===== config.mk =====
export PLATFORM = sky130hd
export DESIGN_NAME = irq_entry_seq
export DESIGN_NICKNAME = d
export VERILOG_FILES = /design/src/rtl/irq_entry_seq_pkg.sv /design/src/rtl/irq_seq_arbiter.sv /design/src/rtl/irq_seq_vector.sv /design/src/rtl/irq_seq_excq.sv /design/src/rtl/irq_entry_seq.sv
export SDC_FILE = /design/constraint.sdc
export NUM_CORES = 1
export LEC_CHECK = 0
export ABC_AREA = 1
export BUFFER_PORTS_ARGS = -buffer_cell sky130_fd_sc_hd__buf_2
export CAP_MARGIN = 40
export CORE_MARGIN = 1.5
export CORE_UTILIZATION = 40
export DETAILED_ROUTE_END_ITERATION = 7
export HOLD_SLACK_MARGIN = 0.08
export PLACE_DENSITY = 0.69
export SYNTH_ARGS = -nofsm -noshare
export SYNTH_HDL_FRONTEND = slang
export SYNTH_SLANG_ARGS = --single-unit

===== constraint.sdc =====
create_clock -name clk -period 3.4 [get_ports clk]
set_clock_uncertainty 0.1 [all_clocks]
set_input_delay 0.68 -clock clk [delete_from_list [all_inputs] [get_ports clk]]
set_output_delay 0.68 -clock clk [all_outputs]
set_load 0.02 [all_outputs]

===== src/rtl/irq_entry_seq_pkg.sv =====
`timescale 1ns/1ps
package irq_entry_seq_pkg;
  localparam int NUM_SRC = 4;
  // source numbering equals priority rank (higher value wins)
  typedef enum logic [1:0] {
    SRC_DEV  = 2'd0,
    SRC_CLK  = 2'd1,
    SRC_IPI  = 2'd2,
    SRC_MCHK = 2'd3
  } irq_src_e;

  // the device line is accepted at levels up to this value; each higher source one more
  localparam int FIRST_LEVEL_LIMIT = 3;

  localparam int OFF_MCHK = 'h080;
  localparam int OFF_CLK  = 'h100;
  localparam int OFF_IO   = 'h180;

  localparam int CALL_REGION = 'h2000;
  localparam int CALL_SLOT_SHIFT = 6;   // 64-byte call slots
  localparam int PLAIN_SLOT_SHIFT = 7;  // 128-byte plain slots
  localparam int PLAIN_IDX_BITS = 6;

  function automatic int irq_offset(irq_src_e s);
    case (s)
      SRC_MCHK: return OFF_MCHK;
      SRC_CLK:  return OFF_CLK;
      default:  return OFF_IO;
    endcase
  endfunction
endpackage


===== src/rtl/irq_seq_arbiter.sv =====
`timescale 1ns/1ps
module irq_seq_arbiter
  import irq_entry_seq_pkg::*;
#(
  parameter int LVL_W = 3
) (
  input  logic [NUM_SRC-1:0] req,
  input  logic [LVL_W-1:0]   ipl,
  input  logic               block,
  output logic               sel_vld,
  output irq_src_e           sel_src
);
  logic [NUM_SRC-1:0] elig;

  genvar g;
  generate
    for (g = 0; g < NUM_SRC; g++) begin : g_mask
      localparam int LIMIT = FIRST_LEVEL_LIMIT + g;
      assign elig[g] = req[g] && !block && (int'(ipl) <= LIMIT);
    end
  endgenerate

  always_comb begin
    sel_vld = 1'b0;
    sel_src = SRC_DEV;
    for (int i = 0; i < NUM_SRC; i++) begin
      if (elig[i]) begin
        sel_vld = 1'b1;
        sel_src = irq_src_e'(i);
      end
    end
  end
endmodule


===== src/rtl/irq_seq_vector.sv =====
`timescale 1ns/1ps
module irq_seq_vector
  import irq_entry_seq_pkg::*;
#(
  parameter int ADDR_W = 64,
  parameter int IDX_W  = 8
) (
  input  logic              is_irq,
  input  irq_src_e          src,
  input  logic [IDX_W-1:0]  idx,
  output logic [ADDR_W-1:0] offset
);
  localparam logic [IDX_W-1:0] CALL_START = IDX_W'(1) << (IDX_W - 1);
  localparam logic [ADDR_W-1:0] CALL_BASE = ADDR_W'(CALL_REGION);

  logic [IDX_W-1:0]  call_rel;
  logic [ADDR_W-1:0] call_off;
  logic [ADDR_W-1:0] plain_off;

  assign call_rel  = idx - CALL_START;
  assign call_off  = CALL_BASE + (ADDR_W'(call_rel) << CALL_SLOT_SHIFT);
  assign plain_off = ADDR_W'(idx[PLAIN_IDX_BITS-1:0]) << PLAIN_SLOT_SHIFT;

  always_comb begin
    if (is_irq)                offset = ADDR_W'(irq_offset(src));
    else if (idx >= CALL_START) offset = call_off;
    else                       offset = plain_off;
  end
endmodule


===== src/rtl/irq_seq_excq.sv =====
`timescale 1ns/1ps
module irq_seq_excq #(
  parameter int IDX_W = 8
) (
  input  logic             clk,
  input  logic             rst_n,
  input  logic             load,
  input  logic [IDX_W-1:0] load_idx,
  output logic             pend_vld,
  output logic [IDX_W-1:0] pend_idx
);
  // a pending entry is always consumed on the following edge, so the next
  // state is simply whatever arrives now; no arrival returns the slot to none
  always_ff @(posedge clk) begin
    if (!rst_n) begin
      pend_vld <= 1'b0;
      pend_idx <= '0;
    end else begin
      pend_vld <= load;
      if (load) pend_idx <= load_idx;
    end
  end
endmodule


===== src/rtl/irq_entry_seq.sv =====
`timescale 1ns/1ps
module irq_entry_seq
  import irq_entry_seq_pkg::*;
#(
  parameter int ADDR_W = 64,
  parameter int IDX_W  = 8,
  parameter int LVL_W  = 3
) (
  input  logic              clk,
  input  logic              rst_n,
  input  logic              irq_dev_i,
  input  logic              irq_clk_i,
  input  logic              irq_ipi_i,
  input  logic              irq_mchk_i,
  input  logic [LVL_W-1:0]  ipl_i,
  input  logic              priv_i,
  input  logic [ADDR_W-1:0] pc_i,
  input  logic [ADDR_W-1:0] base_i,
  input  logic              exc_req_i,
  input  logic [IDX_W-1:0]  exc_idx_i,
  output logic [ADDR_W-1:0] pc_o,
  output logic [ADDR_W-1:0] exc_addr_o,
  output logic              priv_o,
  output logic              taken_o,
  output logic              taken_irq_o,
  output logic [IDX_W-1:0]  cause_o
);
  logic              pend_vld;
  logic [IDX_W-1:0]  pend_idx;
  logic              irq_block;
  logic              irq_vld;
  irq_src_e          irq_src;
  logic [ADDR_W-1:0] entry_off;
  logic              take_exc;
  logic              take_any;
  logic [NUM_SRC-1:0] req_vec;

  assign req_vec = {irq_mchk_i, irq_ipi_i, irq_clk_i, irq_dev_i};
  // interrupts wait out privileged mode, the cycle after an entry and any exception in flight
  assign irq_block = priv_i | priv_o | pend_vld | exc_req_i;

  irq_seq_excq #(.IDX_W(IDX_W)) u_excq (
    .clk      (clk),
    .rst_n    (rst_n),
    .load     (exc_req_i),
    .load_idx (exc_idx_i),
    .pend_vld (pend_vld),
    .pend_idx (pend_idx)
  );

  irq_seq_arbiter #(.LVL_W(LVL_W)) u_arb (
    .req     (req_vec),
    .ipl     (ipl_i),
    .block   (irq_block),
    .sel_vld (irq_vld),
    .sel_src (irq_src)
  );

  assign take_exc = pend_vld;
  assign take_any = take_exc | irq_vld;

  irq_seq_vector #(.ADDR_W(ADDR_W), .IDX_W(IDX_W)) u_vec (
    .is_irq (!take_exc),
    .src    (irq_src),
    .idx    (pend_idx),
    .offset (entry_off)
  );

  always_ff @(posedge clk) begin
    if (!rst_n) begin
      pc_o        <= '0;
      exc_addr_o  <= '0;
      priv_o      <= 1'b1;
      taken_o     <= 1'b0;
      taken_irq_o <= 1'b0;
      cause_o     <= '0;
    end else if (take_any) begin
      pc_o        <= base_i + entry_off;
      exc_addr_o  <= pc_i | ADDR_W'(priv_i);
      priv_o      <= 1'b1;
      taken_o     <= 1'b1;
      taken_irq_o <= !take_exc;
      cause_o     <= take_exc ? pend_idx : IDX_W'(irq_src);
    end else begin
      priv_o      <= priv_i;
      taken_o     <= 1'b0;
      taken_irq_o <= 1'b0;
    end
  end
endmodule


### Yosys cells after proc, flatten, opt, wreduce, memory -nomap -nowiden

Cells that the tools add are included.

| operators by class | value |
|---|---|
| add/subtract/negate cells | 3 |
| order comparisons | 5 |
| equality and inequality tests | 2 |
| muxes and demuxes | 12 |
| bitwise gates (word level) | 6 |
| reduce and logical (&&, ||, !) cells | 12 |

Operators with widths:

| kind | count |
|---|---|
| two-way mux 64 bit | 2 |
| adder 64 bit | 1 |
| bitwise OR 64 x 1 -> 64 bit | 1 |
| case mux 9 bit (2 select lines) | 1 |
| adder 14 x 14 -> 15 bit, first input constant | 1 |
| less-or-equal comparator 3 bit, second input constant | 3 |
| greater-or-equal comparator 8 bit, second input constant | 1 |
| logical AND 1 bit | 8 |
| two-way mux 8 bit | 1 |
| subtractor 8 bit, second input constant | 1 |
| two-way mux 1 bit | 6 |
| two-way mux 2 bit | 2 |
| bitwise OR 1 bit | 4 |
| less-or-equal comparator 3 x 2 -> 1 bit, second input constant | 1 |
| == test 2 x 1 -> 1 bit, second input constant | 1 |
| == test 2 bit, second input constant | 1 |
| logical NOT 1 bit | 2 |
| AND reduction 2 bit | 1 |
| OR reduction 2 bit | 1 |
| NOT 1 bit | 1 |

| storage, ports and cells | value |
|---|---|
| register bits | 148 |
| input port bits | 147 |
| output and inout port bits | 139 |
| word-level logic and storage cells | 48 |

### Logic depth before layout (Yosys ltp)

Gate-level depths: netlist (run 1).

| depth | value |
|---|---|
| word-level depth | 13 |
| depth in mapped cells | 19 |
| mapped depth without buffers | 17 |

### Hierarchy

A second synthesis (run 1) with hierarchy kept.

| unflattened totals | value |
|---|---|
| cell total of the unflattened synthesis | 1,875 |
| area total of the unflattened synthesis | 11,141.9 sq um |

By module, submodules not included:

| module | instances | cells each | area an instance (sq um) | sequential area each (sq um) |
|---|---|---|---|---|
| irq_entry_seq | 1 | 1,716 | 10,146.0 | 2,782.7 |
| irq_seq_vector | 1 | 88 | 550.5 | 0.0 |
| irq_seq_excq | 1 | 54 | 375.4 | 180.2 |
| irq_seq_arbiter | 1 | 17 | 70.1 | 0.0 |

### Worst setup path before layout (run 1)

OpenSTA, ideal clock, no wires.

| path | value |
|---|---|
| kind | in2reg |
| from | input port exc_req_i |
| to | register pc_o[58] |
| setup time | 113 ps |
| data arrival time | 2,857 ps |
| required time | 3,187 ps |
| setup slack | 330 ps |
| stages | 18 |
| path buffers | 2 |
| cells stage by stage | buf_4 -> nor2_4 -> nand3_1 -> nor2_1 -> nand2_1 -> o32ai_1 -> inv_1 -> fa_1 -> nand2_1 -> nand2_1 -> and2_1 -> nand2_1 -> nand3_1 -> clkbuf_1 -> nand3_1 -> nand2_1 -> nand3_1 -> nand2_1 |

| between the ends | value |
|---|---|
| longest elaborated chain between the ends | 11 |
| elaborated cells between the ends (all ways) | 23 |
| those cells by class | add/sub (1); eq/ne (2); mux (9); bitwise (2); reduce/logical (9) |

Ends and longest elaborated chain:

| what | RTL line | RTL |
|---|---|---|
| start: declaration | irq_entry_seq.sv:19 | `input logic exc_req_i,` |
| bitwise OR 1 bit * | irq_entry_seq.sv:40 | `assign irq_block = priv_i \| priv_o \| pend_vld \| exc_req_i;` |
| logical NOT 1 bit * | irq_seq_arbiter.sv:19 | `assign elig[g] = req[g] && !block && (int'(ipl) <= LIMIT);` |
| logical AND 1 bit (2 in series) | irq_seq_arbiter.sv:19 |  |
| two-way mux 1 bit | irq_seq_arbiter.sv:27 | `if (elig[i]) begin` |
| two-way mux 2 bit (2 in series) | irq_seq_arbiter.sv:27 |  |
| == test 2 x 1 -> 1 bit or == test 2 bit (tied branches) | irq_entry_seq_pkg.sv:25 | `case (s)` |
| case mux 9 bit (2 select lines) | irq_entry_seq_pkg.sv:25 |  |
| two-way mux 64 bit | irq_seq_vector.sv:25 | `if (is_irq) offset = ADDR_W'(irq_offset(src));` |
| adder 64 bit | irq_entry_seq.sv:78 | `pc_o <= base_i + entry_off;` |
| end signal: assignment | irq_entry_seq.sv:78 |  |
| end: declaration | irq_entry_seq.sv:21 | `output logic [ADDR_W-1:0] pc_o,` |

Every way passes the cells marked *; elsewhere a longest branch is shown, timed or not.
A chain may end at the register's enable or synchronous reset.

### Worst setup path after layout (run 1)

| path | value |
|---|---|
| from | register u_excq.pend_vld |
| to | register pc_o[46] |

| between the ends | value |
|---|---|
| longest elaborated chain between the ends | 12 |
| elaborated cells between the ends (all ways) | 24 |
| those cells by class | add/sub (1); eq/ne (2); mux (9); bitwise (3); reduce/logical (9) |

Ends and longest elaborated chain:

| what | RTL line | RTL |
|---|---|---|
| start: declaration | irq_seq_excq.sv:9 | `output logic pend_vld,` |
| start signal: assignment | irq_seq_excq.sv:19 | `pend_vld <= load;` |
| bitwise OR 1 bit (2 in series) | irq_entry_seq.sv:40 |  |
| logical NOT 1 bit | irq_seq_arbiter.sv:19 |  |
| logical AND 1 bit (2 in series) | irq_seq_arbiter.sv:19 |  |
| two-way mux 1 bit | irq_seq_arbiter.sv:27 |  |
| two-way mux 2 bit (2 in series) | irq_seq_arbiter.sv:27 |  |
| == test 2 x 1 -> 1 bit or == test 2 bit (tied branches) | irq_entry_seq_pkg.sv:25 |  |
| case mux 9 bit (2 select lines) | irq_entry_seq_pkg.sv:25 |  |
| two-way mux 64 bit | irq_seq_vector.sv:25 |  |
| adder 64 bit | irq_entry_seq.sv:78 |  |

Parallel ways exist; a longest one is shown, timed or not.

==> results of run 1 <==
-- worst max-delay path, stage by stage (launching register included) --
cell     delay (ns)
dfxtp_1        0.47
nor2_4         0.16
nand3_1        0.08
nor2_1         0.16
nand2_1        0.10
o32ai_1        0.26
inv_1          0.13
fa_1           0.45
nand2_1        0.11
nand2_1        0.09
nand3_1        0.09
nand2_1        0.09
nand2_1        0.07
nand2_1        0.23
nand3_1        0.15
nand2_1        0.06
nand3_1        0.06
nand2_1        0.05
-- state kept, by name (all words and copies together), names as in the netlist --
signal           flops
cause_o              8
exc_addr_o          64
pc_o                64
priv_o               1
taken_irq_o          1
taken_o              1
u_excq.pend_idx      8
u_excq.pend_vld      1
-- power by group through the flow --
stage | Clock [mW] | Combinational [mW] | Sequential, mW
2_1_floorplan | 0 | 0.295 | 2.06
3_3_place_gp | 0 | 0.735 | 1.94
3_5_place_dp | 0 | 0.738 | 1.94
4_1_cts | 1.88 | 0.742 | 1.90
5_1_grt | 1.97 | 0.817 | 1.92
6_report | 1.85 | 0.744 | 1.90
-- area by class of cell --
class,count,area [um^2]
Antenna cell,1,2.50
Fill cell,1832,8400
Tap cell,229,287
Sequential cell,148,2960
Clock buffer,17,425
Clock inverter,15,144
Timing Repair Buffer,297,1580
Multi-Input combinational cell,870,3780
Inverter,118,444
-- cells in the mapped netlist, types with 4 or more instances --
cell type  number
o21ai_1         4
a21oi_1        13
nor2_1        107
nand2_1       534
nand3_1        83
ha_1            9
buf_1           4
buf_2          12
o21ai_0        42
dfxtp_1       148
xnor2_1         5
inv_1         116
buf_4          13
and2_1          5
nand4_1        40
nor3_1          5
clkbuf_1        5
nor2_4          4
-- cell families after synthesis --
| group | after synthesis | synth area share (%) |
|---|---|---|
| and+or+nand+nor | 787 | 43.9 |
| DFF | 148 | 40.0 |
| adders and majority gates | 10 | 1.79 |
| xor gates and xnor gates | 6 | 0.710 |
| other | 1 | 0.0507 |
| buffers and inverters | 154 | 8.88 |
| AOI/OAI and AO/OA | 66 | 4.68 |
-- how the worst max path moves through the flow --
stage	startpoint	to	slack (ns)	depth (start not counted)
after floorplan	exc_req_i	pc_o[58]	0.33	18
after detailed placement	priv_i	pc_o[62]	0.06	18
after global routing	u_excq.pend_vld	pc_o[36]	0.03	16
final	u_excq.pend_vld	pc_o[46]	0.37	17
after global placement	priv_i	pc_o[62]	0.15	18
after CTS	u_excq.pend_vld	pc_o[46]	0.37	17
-- metal layers --
| metal | GRT usage, % | share of wire [%] | up-vias | wire, um |
|---|---|---|---|---|
| met3 | 4.56 | 8.1 | 48 | 1980 |
| li1 | - | - | 4221 | - |
| met4 | 10.7 | 3.0 | 0 | 733 |
| met1 | 32.6 | 43 | 3677 | 10600 |
| met5 | 0 | 0 | - | 0 |
| met2 | 40.5 | 46 | 394 | 11100 |
==> impl_metrics.py, run 1 <==
metrics = {
    "critical_path": {
        "r2r_setup_slack_ns": 0.37,
        "start_kind": "flip-flop",
        "r2r-start": "u_excq.pend_vld",
        "crit_type": "flip-flop to flip-flop",
        "r2r_cells": 17,
        "r2r-end": "pc_o[46]",
        "required_ns": 3.61,
        "crit_fanout": 13,
        "cp-end-kind": "flip-flop",
        "arrival_ns": 3.24,
    },
    "clock_network": {
        "cts_setup_buffers": 0,
        "htreeDepth": 4,
        "cts_root_buf": "clkbuf_16",
        "numCtsBuffers": 17,
        "cts.sinks": 148,
        "cts_hold_buf": 0,
        "ctsResizeCount": 0,
        "cts_tree": "built",
        "clock_latency_ns": 0.42,
        "clk_path_buf_depth": 2,
        "clk_pin_slew_ns": 0.07,
    },
    "hold_path": {
        "hold_depth": 3,
        "hold_start": "pc_i[6]",
        "hp-class": "input pin to flip-flop",
        "hold-path-endpoint": "exc_addr_o[6]",
    },
    "place": {
        "gp_congestion": 1.01,
        "pre_cts_slack_ns": 0.0559,
        "dpl.cell_count": 1662,
        "placed_area_um2": 9050,
        "post-dp-hpwl_mm": 18.7,
        "port_buffers": 285,
    },
    "global_route": {
        "grt_start_max_net_pins": 106,
        "grt_overflow_total": 0,
        "grtUsageTotal_pct": 25.0,
        "grt_pass1_vias": 7632,
        "grt_pass1_wl_mm": 39.1,
        "antenna_found_initial": 1,
    },
    "drt": {
        "routedWlPerCell_um": 14.4,
        "wl_mm": 24.4,
        "drt_first_pass_iters": 5,
        "dr.first_iter.drc_count": 666,
        "vias": 8340,
        "vias_per_cell": 4.92,
        "drc": 0,
        "ant_nets": 0,
    },
    "synth": {
        "synthFlopType": "dfxtp_1",
        "synth_edf_count": 0,
        "postSynthAreaPerCell_um2": 6.31,
        "synth.area.top_cells": "dfxtp_1 40%, nand2_1 27%, inv_1 5.9%",
        "synthCells": 1172,
        "synth_top_area_share_pct": 40.0,
        "ys_async_sr_fraction_pct": 0,
        "syn_nets": 1329,
        "synth-seq-area-share_pct": 40.0,
        "synth-warning-count": 0,
        "post-synth-top-area-cell": "dfxtp_1",
        "ys_ff_latch": 148,
        "ys_types": 35,
        "syn-cell-area_um2": 7400,
    },
    "timing": {
        "hold-worst-slack_ns": 0.342,
        "fin_setup_tns_ns": 0,
        "maxSlewViolCount": 0,
        "relSlewSlack_pct": 54.8,
        "setup_viol": 0,
        "period_needed_ns": 3.03,
        "max_freq_mhz": 330,
        "min_period_over_period_pct": 89.2,
        "hold_viol_final": 0,
        "rsz0062_at_grt": "no",
        "setup_ws_ns": 0.368,
        "tightest_slew_ns": 0.673,
    },
    "cells_and_area": {
        "drive_gt1_share_pct": 23.3,
        "final_nets": 1609,
        "syn2layout_area_growth_pct": 30.1,
        "final_core_util_pct": 53.4,
        "final_cell_mix": "534 x nand2_1, 285 x buf_2, 148 x dfxtp_1",
        "design_area_um2": 9630,
        "fin_cells": 1695,
        "layout_commonest_cell": "nand2_1",
    },
    "floorplan": {
        "rows": 49,
        "die_w_um": 139,
        "initial_core_util_pct": 41.1,
        "coreArea_um2": 18000,
        "die_h_um": 139,
        "die-area_um2": 19300,
        "ios": 286,
    },
    "power": {
        "swShare_pct": 30.4,
        "seqPwrFrac_pct": 42.3,
        "leakagePower_nw": 5.33,
        "ir_drop_mv": 0.319,
        "powerDensity_nw_per_um2": 467,
        "share_comb_of_total_power_pct": 16.6,
        "p_switching_mw": 1.37,
        "pwr-share-clk_pct": 41.1,
        "power.internal_mw": 3.13,
        "total_power_mw": 4.50,
    },
    "status": {
        "outcome": "completed",
    },
    "flow_run": {
        "drv_cap": 0,
    },
}
Note: power is estimated with default switching activity, not from simulation.
==> inputs of run 2 (changes only) <==
- RECOVER_POWER: default -> 25
==> run 2 against run 1 <==
Compared with the run above:
- sequential cell count unchanged
- power decreased by 0.29%
- worst setup slack improved by 0.0020 ns
- sequential share of layout area increased by 0.31 points
- utilization decreased by 0.53 points
- design area decreased by 1.0%
- die area unchanged
- first-iteration DRC count decreased by 4.5%
- via count increased by 0.55%
- largest cell class unchanged
- largest power group unchanged
- highest routed layer unchanged
==> impl_metrics.py, run 2 (synthesis results as in run 1) <==
metrics = {
    "power": {
        "ir_drop_mv": 0.318,
        "p_switching_mw": 1.37,
        "swShare_pct": 30.5,
        "power.internal_mw": 3.11,
        "powerDensity_nw_per_um2": 470,
        "share_comb_of_total_power_pct": 16.3,
        "pwr-share-clk_pct": 41.2,
        "seqPwrFrac_pct": 42.5,
        "leakagePower_nw": 5.08,
    },
    "floorplan": {
        "initial_core_util_pct": 41.1,
        "die-area_um2": 19300,
        "die_h_um": 139,
        "rows": 49,
        "die_w_um": 139,
        "coreArea_um2": 18000,
        "ios": 286,
    },
    "timing": {
        "max_freq_mhz": 330,
        "maxSlewViolCount": 0,
        "period_needed_ns": 3.03,
        "setup_ws_ns": 0.370,
        "hold_viol_final": 0,
        "rsz0062_at_grt": "no",
        "setup_viol": 0,
        "hold-worst-slack_ns": 0.341,
        "fin_setup_tns_ns": 0,
        "tightest_slew_ns": 0.675,
        "relSlewSlack_pct": 54.7,
        "min_period_over_period_pct": 89.1,
    },
    "clock_network": {
        "htreeDepth": 4,
        "clk_pin_slew_ns": 0.07,
        "cts.sinks": 148,
        "cts_root_buf": "clkbuf_16",
        "clk_path_buf_depth": 2,
        "clock_latency_ns": 0.42,
        "cts_tree": "built",
        "cts_setup_buffers": 0,
        "cts_hold_buf": 0,
        "numCtsBuffers": 17,
        "ctsResizeCount": 0,
    },
    "critical_path": {
        "cp-end-kind": "flip-flop",
        "r2r-start": "u_excq.pend_vld",
        "crit_fanout": 13,
        "arrival_ns": 3.24,
        "required_ns": 3.61,
        "start_kind": "flip-flop",
        "crit_type": "flip-flop to flip-flop",
        "startpoint": "u_excq.pend_vld",
    },
    "global_route": {
        "grt_overflow_total": 0,
        "antenna_found_initial": 1,
        "grt_pass1_wl_mm": 39.1,
        "grtUsageTotal_pct": 25.0,
        "grt_start_max_net_pins": 106,
        "grt_pass1_vias": 7632,
    },
    "cells_and_area": {
        "drive_gt1_share_pct": 18.9,
        "fin_cells": 1695,
        "final_cell_mix": "536 x nand2_1, 225 x buf_2, 148 x dfxtp_1",
        "final_nets": 1609,
        "top_regs": "exc_addr_o (64), pc_o (64)",
        "layout_commonest_cell": "nand2_1",
        "syn2layout_area_growth_pct": 28.8,
    },
    "drt": {
        "routedWlPerCell_um": 14.4,
        "vias": 8386,
        "vias_per_cell": 4.95,
        "drc": 0,
        "dr.first_iter.drc_count": 636,
        "drt_first_pass_iters": 6,
        "wl_mm": 24.4,
        "ant_nets": 0,
    },
    "place": {
        "port_buffers": 285,
        "pre_cts_slack_ns": 0.0559,
        "gp_congestion": 1.01,
        "post-dp-hpwl_mm": 18.7,
        "dpl.cell_count": 1662,
    },
    "status": {
        "outcome": "completed",
    },
    "hold_path": {
        "hold_start": "pc_i[6]",
        "hp-class": "input pin to flip-flop",
    },
    "flow_run": {
        "drv_cap": 0,
    },
}
run 2: cell types whose count changed in the layout (fill, tap and decap cells not counted), sizes merged:
cell / before / now
buf: 297 / 236
clkbuf: 17 / 78
run 2: metrics by stage:
stage / power, mW / util [%] / instance area, um^2
after floorplan: 2.36 / - / 7400
after global placement: 2.67 / 50.2 / 9050
after detailed placement: 2.68 / 50.2 / 9050
after CTS: 4.53 / 53.4 / 9620
after global routing: 4.69 / 52.9 / 9530
final: 4.48 / 52.9 / 9530
run 2: power by group through the flow:
stage	logic (mW)	clock network (mW)	registers, mW
2_1_floorplan	0.295	0	2.06
3_3_place_gp	0.735	0	1.94
3_5_place_dp	0.738	0	1.94
4_1_cts	0.742	1.88	1.90
5_1_grt	0.803	1.97	1.92
6_report	0.731	1.85	1.91
run 2: final timing paths:
path,depth (start not counted),endpoint,slack (ns)
hold / removal,3,exc_addr_o[6],0.34
setup reg to reg,16,pc_o[46],0.37
hold reg to reg,2,exc_addr_o[32],0.35
setup / recovery,16,pc_o[46],0.37
run 2: final cells by class:
cell class	instances	area, um^2
clock buffer	17	425
antenna	1	2.50
fill	1862	8500
multi-input combinational	870	3760
clock inverter	15	144
tap	229	287
timing repair buffer	297	1500
inverter	118	444
sequential	148	2960
run 2: per-layer routing:
layer | vias to the layer above | wire (um) | global-route usage (%)
li1 | 4227 | - | -
met1 | 3683 | 10500 | 32.6
met2 | 415 | 11000 | 40.5
met3 | 61 | 2050 | 4.56
met4 | 0 | 815 | 10.7
met5 | - | 0 | 0
run 2: critical path, stage by stage (launching register included):
cell and delay, ns:
dfxtp_1 0.64, nor2_4 0.04, nand2_1 0.17, nor2_4 0.07, o32ai_1 0.30, inv_1 0.13
fa_1 0.45, nand2_1 0.11, nand2_1 0.09, nand3_1 0.09, nand2_1 0.09, nand2_1 0.06
nand2_1 0.24, nand3_1 0.15, nand2_1 0.06, nand3_1 0.06, nand2_1 0.05
==> inputs of run 3 (changes only) <==
- GPL_TIMING_DRIVEN: default -> 0
- PLACE_DENSITY: 0.69 -> default
- PLACE_DENSITY_LB_ADDON: default -> 0.08
==> run 3 against run 2 <==
Compared with the run above:
- final cell count increased by 1.4%
- combinational power rose by 1%
- worst setup slack got worse by 0.11 ns
- clock power barely moved
- critical path type is now input pin to flip-flop
- critical endpoint is now pc_o[58]
- largest power group unchanged
==> impl_metrics.py, run 3 (synthesis results as in run 1) <==
metrics = {
    "status": {
        "outcome": "completed",
    },
    "global_route": {
        "grt_start_max_net_pins": 17,
        "antenna_found_initial": 3,
        "grt_pass1_wl_mm": 39.7,
        "grt_overflow_total": 0,
        "grtUsageTotal_pct": 26.3,
        "grt_pass1_vias": 7419,
    },
    "power": {
        "share_comb_of_total_power_pct": 16.3,
        "total_power_mw": 4.52,
        "power.internal_mw": 3.14,
        "ir_drop_mv": 0.314,
        "seqPwrFrac_pct": 42.0,
        "pwr-share-clk_pct": 41.7,
        "powerDensity_nw_per_um2": 471,
        "p_switching_mw": 1.39,
        "leakagePower_nw": 5.15,
        "swShare_pct": 30.6,
    },
    "floorplan": {
        "ios": 286,
        "coreArea_um2": 18000,
        "die_w_um": 139,
        "die-area_um2": 19300,
        "rows": 49,
        "initial_core_util_pct": 41.1,
        "die_h_um": 139,
    },
    "timing": {
        "hold_viol_final": 0,
        "maxSlewViolCount": 0,
        "max_freq_mhz": 319,
        "relSlewSlack_pct": 46.4,
        "rsz0062_at_grt": "no",
        "tightest_slew_ns": 0.797,
        "min_period_over_period_pct": 92.2,
        "setup_viol": 0,
        "period_needed_ns": 3.14,
        "setup_ws_ns": 0.264,
        "fin_setup_tns_ns": 0,
    },
    "critical_path": {
        "r2r_setup_slack_ns": 0.30,
        "required_ns": 3.62,
        "r2r_cells": 17,
        "start_kind": "input pin",
        "crit_fanout": 10,
        "r2r-start": "priv_o",
        "cp-end-kind": "flip-flop",
        "arrival_ns": 3.35,
        "r2r-end": "pc_o[58]",
        "crit_type": "input pin to flip-flop",
        "startpoint": "priv_i",
    },
    "place": {
        "dpl.cell_count": 1685,
        "placed_area_um2": 9110,
        "port_buffers": 284,
        "pre_cts_slack_ns": -0.360,
        "post-dp-hpwl_mm": 20.0,
        "gp_congestion": 0.938,
    },
    "clock_network": {
        "cts_hold_buf": 0,
        "cts.sinks": 148,
        "cts_root_buf": "clkbuf_16",
        "cts_tree": "built",
        "clk_pin_slew_ns": 0.07,
        "numCtsBuffers": 17,
        "clock_latency_ns": 0.43,
        "htreeDepth": 4,
        "clk_path_buf_depth": 2,
        "cts_setup_buffers": 0,
    },
    "drt": {
        "dr.first_iter.drc_count": 539,
        "routedWlPerCell_um": 14.9,
        "vias": 8284,
        "drc": 0,
        "ant_nets": 0,
        "drt_first_pass_iters": 5,
        "wl_mm": 25.7,
        "vias_per_cell": 4.82,
    },
    "cells_and_area": {
        "final_nets": 1632,
        "design_area_um2": 9610,
        "layout_commonest_cell": "nand2_1",
        "top_regs": "exc_addr_o (64), pc_o (64)",
        "syn2layout_area_growth_pct": 29.8,
        "drive_gt1_share_pct": 19.8,
        "fin_cells": 1719,
        "final_cell_mix": "535 x nand2_1, 235 x buf_2, 148 x dfxtp_1",
    },
    "hold_path": {
        "hp-class": "input pin to flip-flop",
        "hold_depth": 3,
        "hold_start": "pc_i[52]",
        "hold-path-endpoint": "exc_addr_o[52]",
    },
    "flow_run": {
        "drv_cap": 0,
    },
}
## run 3: cell types whose count changed in the layout (fill, tap and decap cells not counted), moves of 3 or more
cell / delta
buf_2: +10
clkinv_2: -4
buf_12: -5
clkbuf_1: +3
clkinvlp_4: +3
buf_1: +4
buf_4: +8
## run 3: final cells by class
cell class	count	area (um^2)
fill	1931	8420
multi-input combinational	870	3770
sequential	148	2960
timing repair buffer	284	1350
inverter	118	443
clock buffer	18	439
tap	229	287
buffer	36	219
clock inverter	14	140
antenna	2	5.00
## run 3: per-layer routing
metal | vias to the layer above | global-route usage [%] | share of wire (%)
met5 | - | 0 | 0.051
met4 | 2 | 11.1 | 3.2
met3 | 51 | 4.97 | 6.9
met2 | 350 | 41.7 | 45
met1 | 3615 | 34.9 | 45
li1 | 4266 | - | -
## run 3: worst max path at each step
stage	endpoint	slack, ns	depth (start not counted)
global route	pc_o[58]	0.04	18
CTS	pc_o[58]	0.05	18
detailed placement	pc_o[58]	-0.36	18
floorplan	pc_o[58]	0.33	18
finish	pc_o[58]	0.26	18
global placement	pc_o[58]	-0.38	18
## run 3: per-stage QoR
step                util (%)  hold slack [ns]
floorplan                  -            0.340
global placement        50.5            0.325
detailed placement      50.5            0.330
CTS                     53.7            0.326
global route            53.3            0.334
finish                  53.3            0.336
## run 3: timing repair
action	in CTS	in global routing
endpoints found under the setup margin	0	10
hold endpoints to repair	0	0
gates resized for setup	0	7
## run 3: power by group through the flow
stage	Combinational, mW	Sequential, mW	Clock [mW]
after floorplan	0.295	2.06	0
after global placement	0.748	1.93	0
after global routing	0.816	1.91	1.99
after CTS	0.755	1.90	1.92
after detailed placement	0.751	1.94	0
final	0.739	1.90	1.88
## run 3: critical path: stages
cell and delay, ns:
clkbuf_1 0.10, nor2_1 0.16, nand3_1 0.09, nor2_1 0.16, nand2_1 0.09, o32ai_1 0.28, inv_1 0.13, fa_1 0.48
nand2_1 0.12, nand2_1 0.11, and2_1 0.18, nand2_1 0.07, nand3_1 0.15, buf_4 0.25, nand3_1 0.09, nand2_1 0.06
nand3_1 0.09, nand2_1 0.05
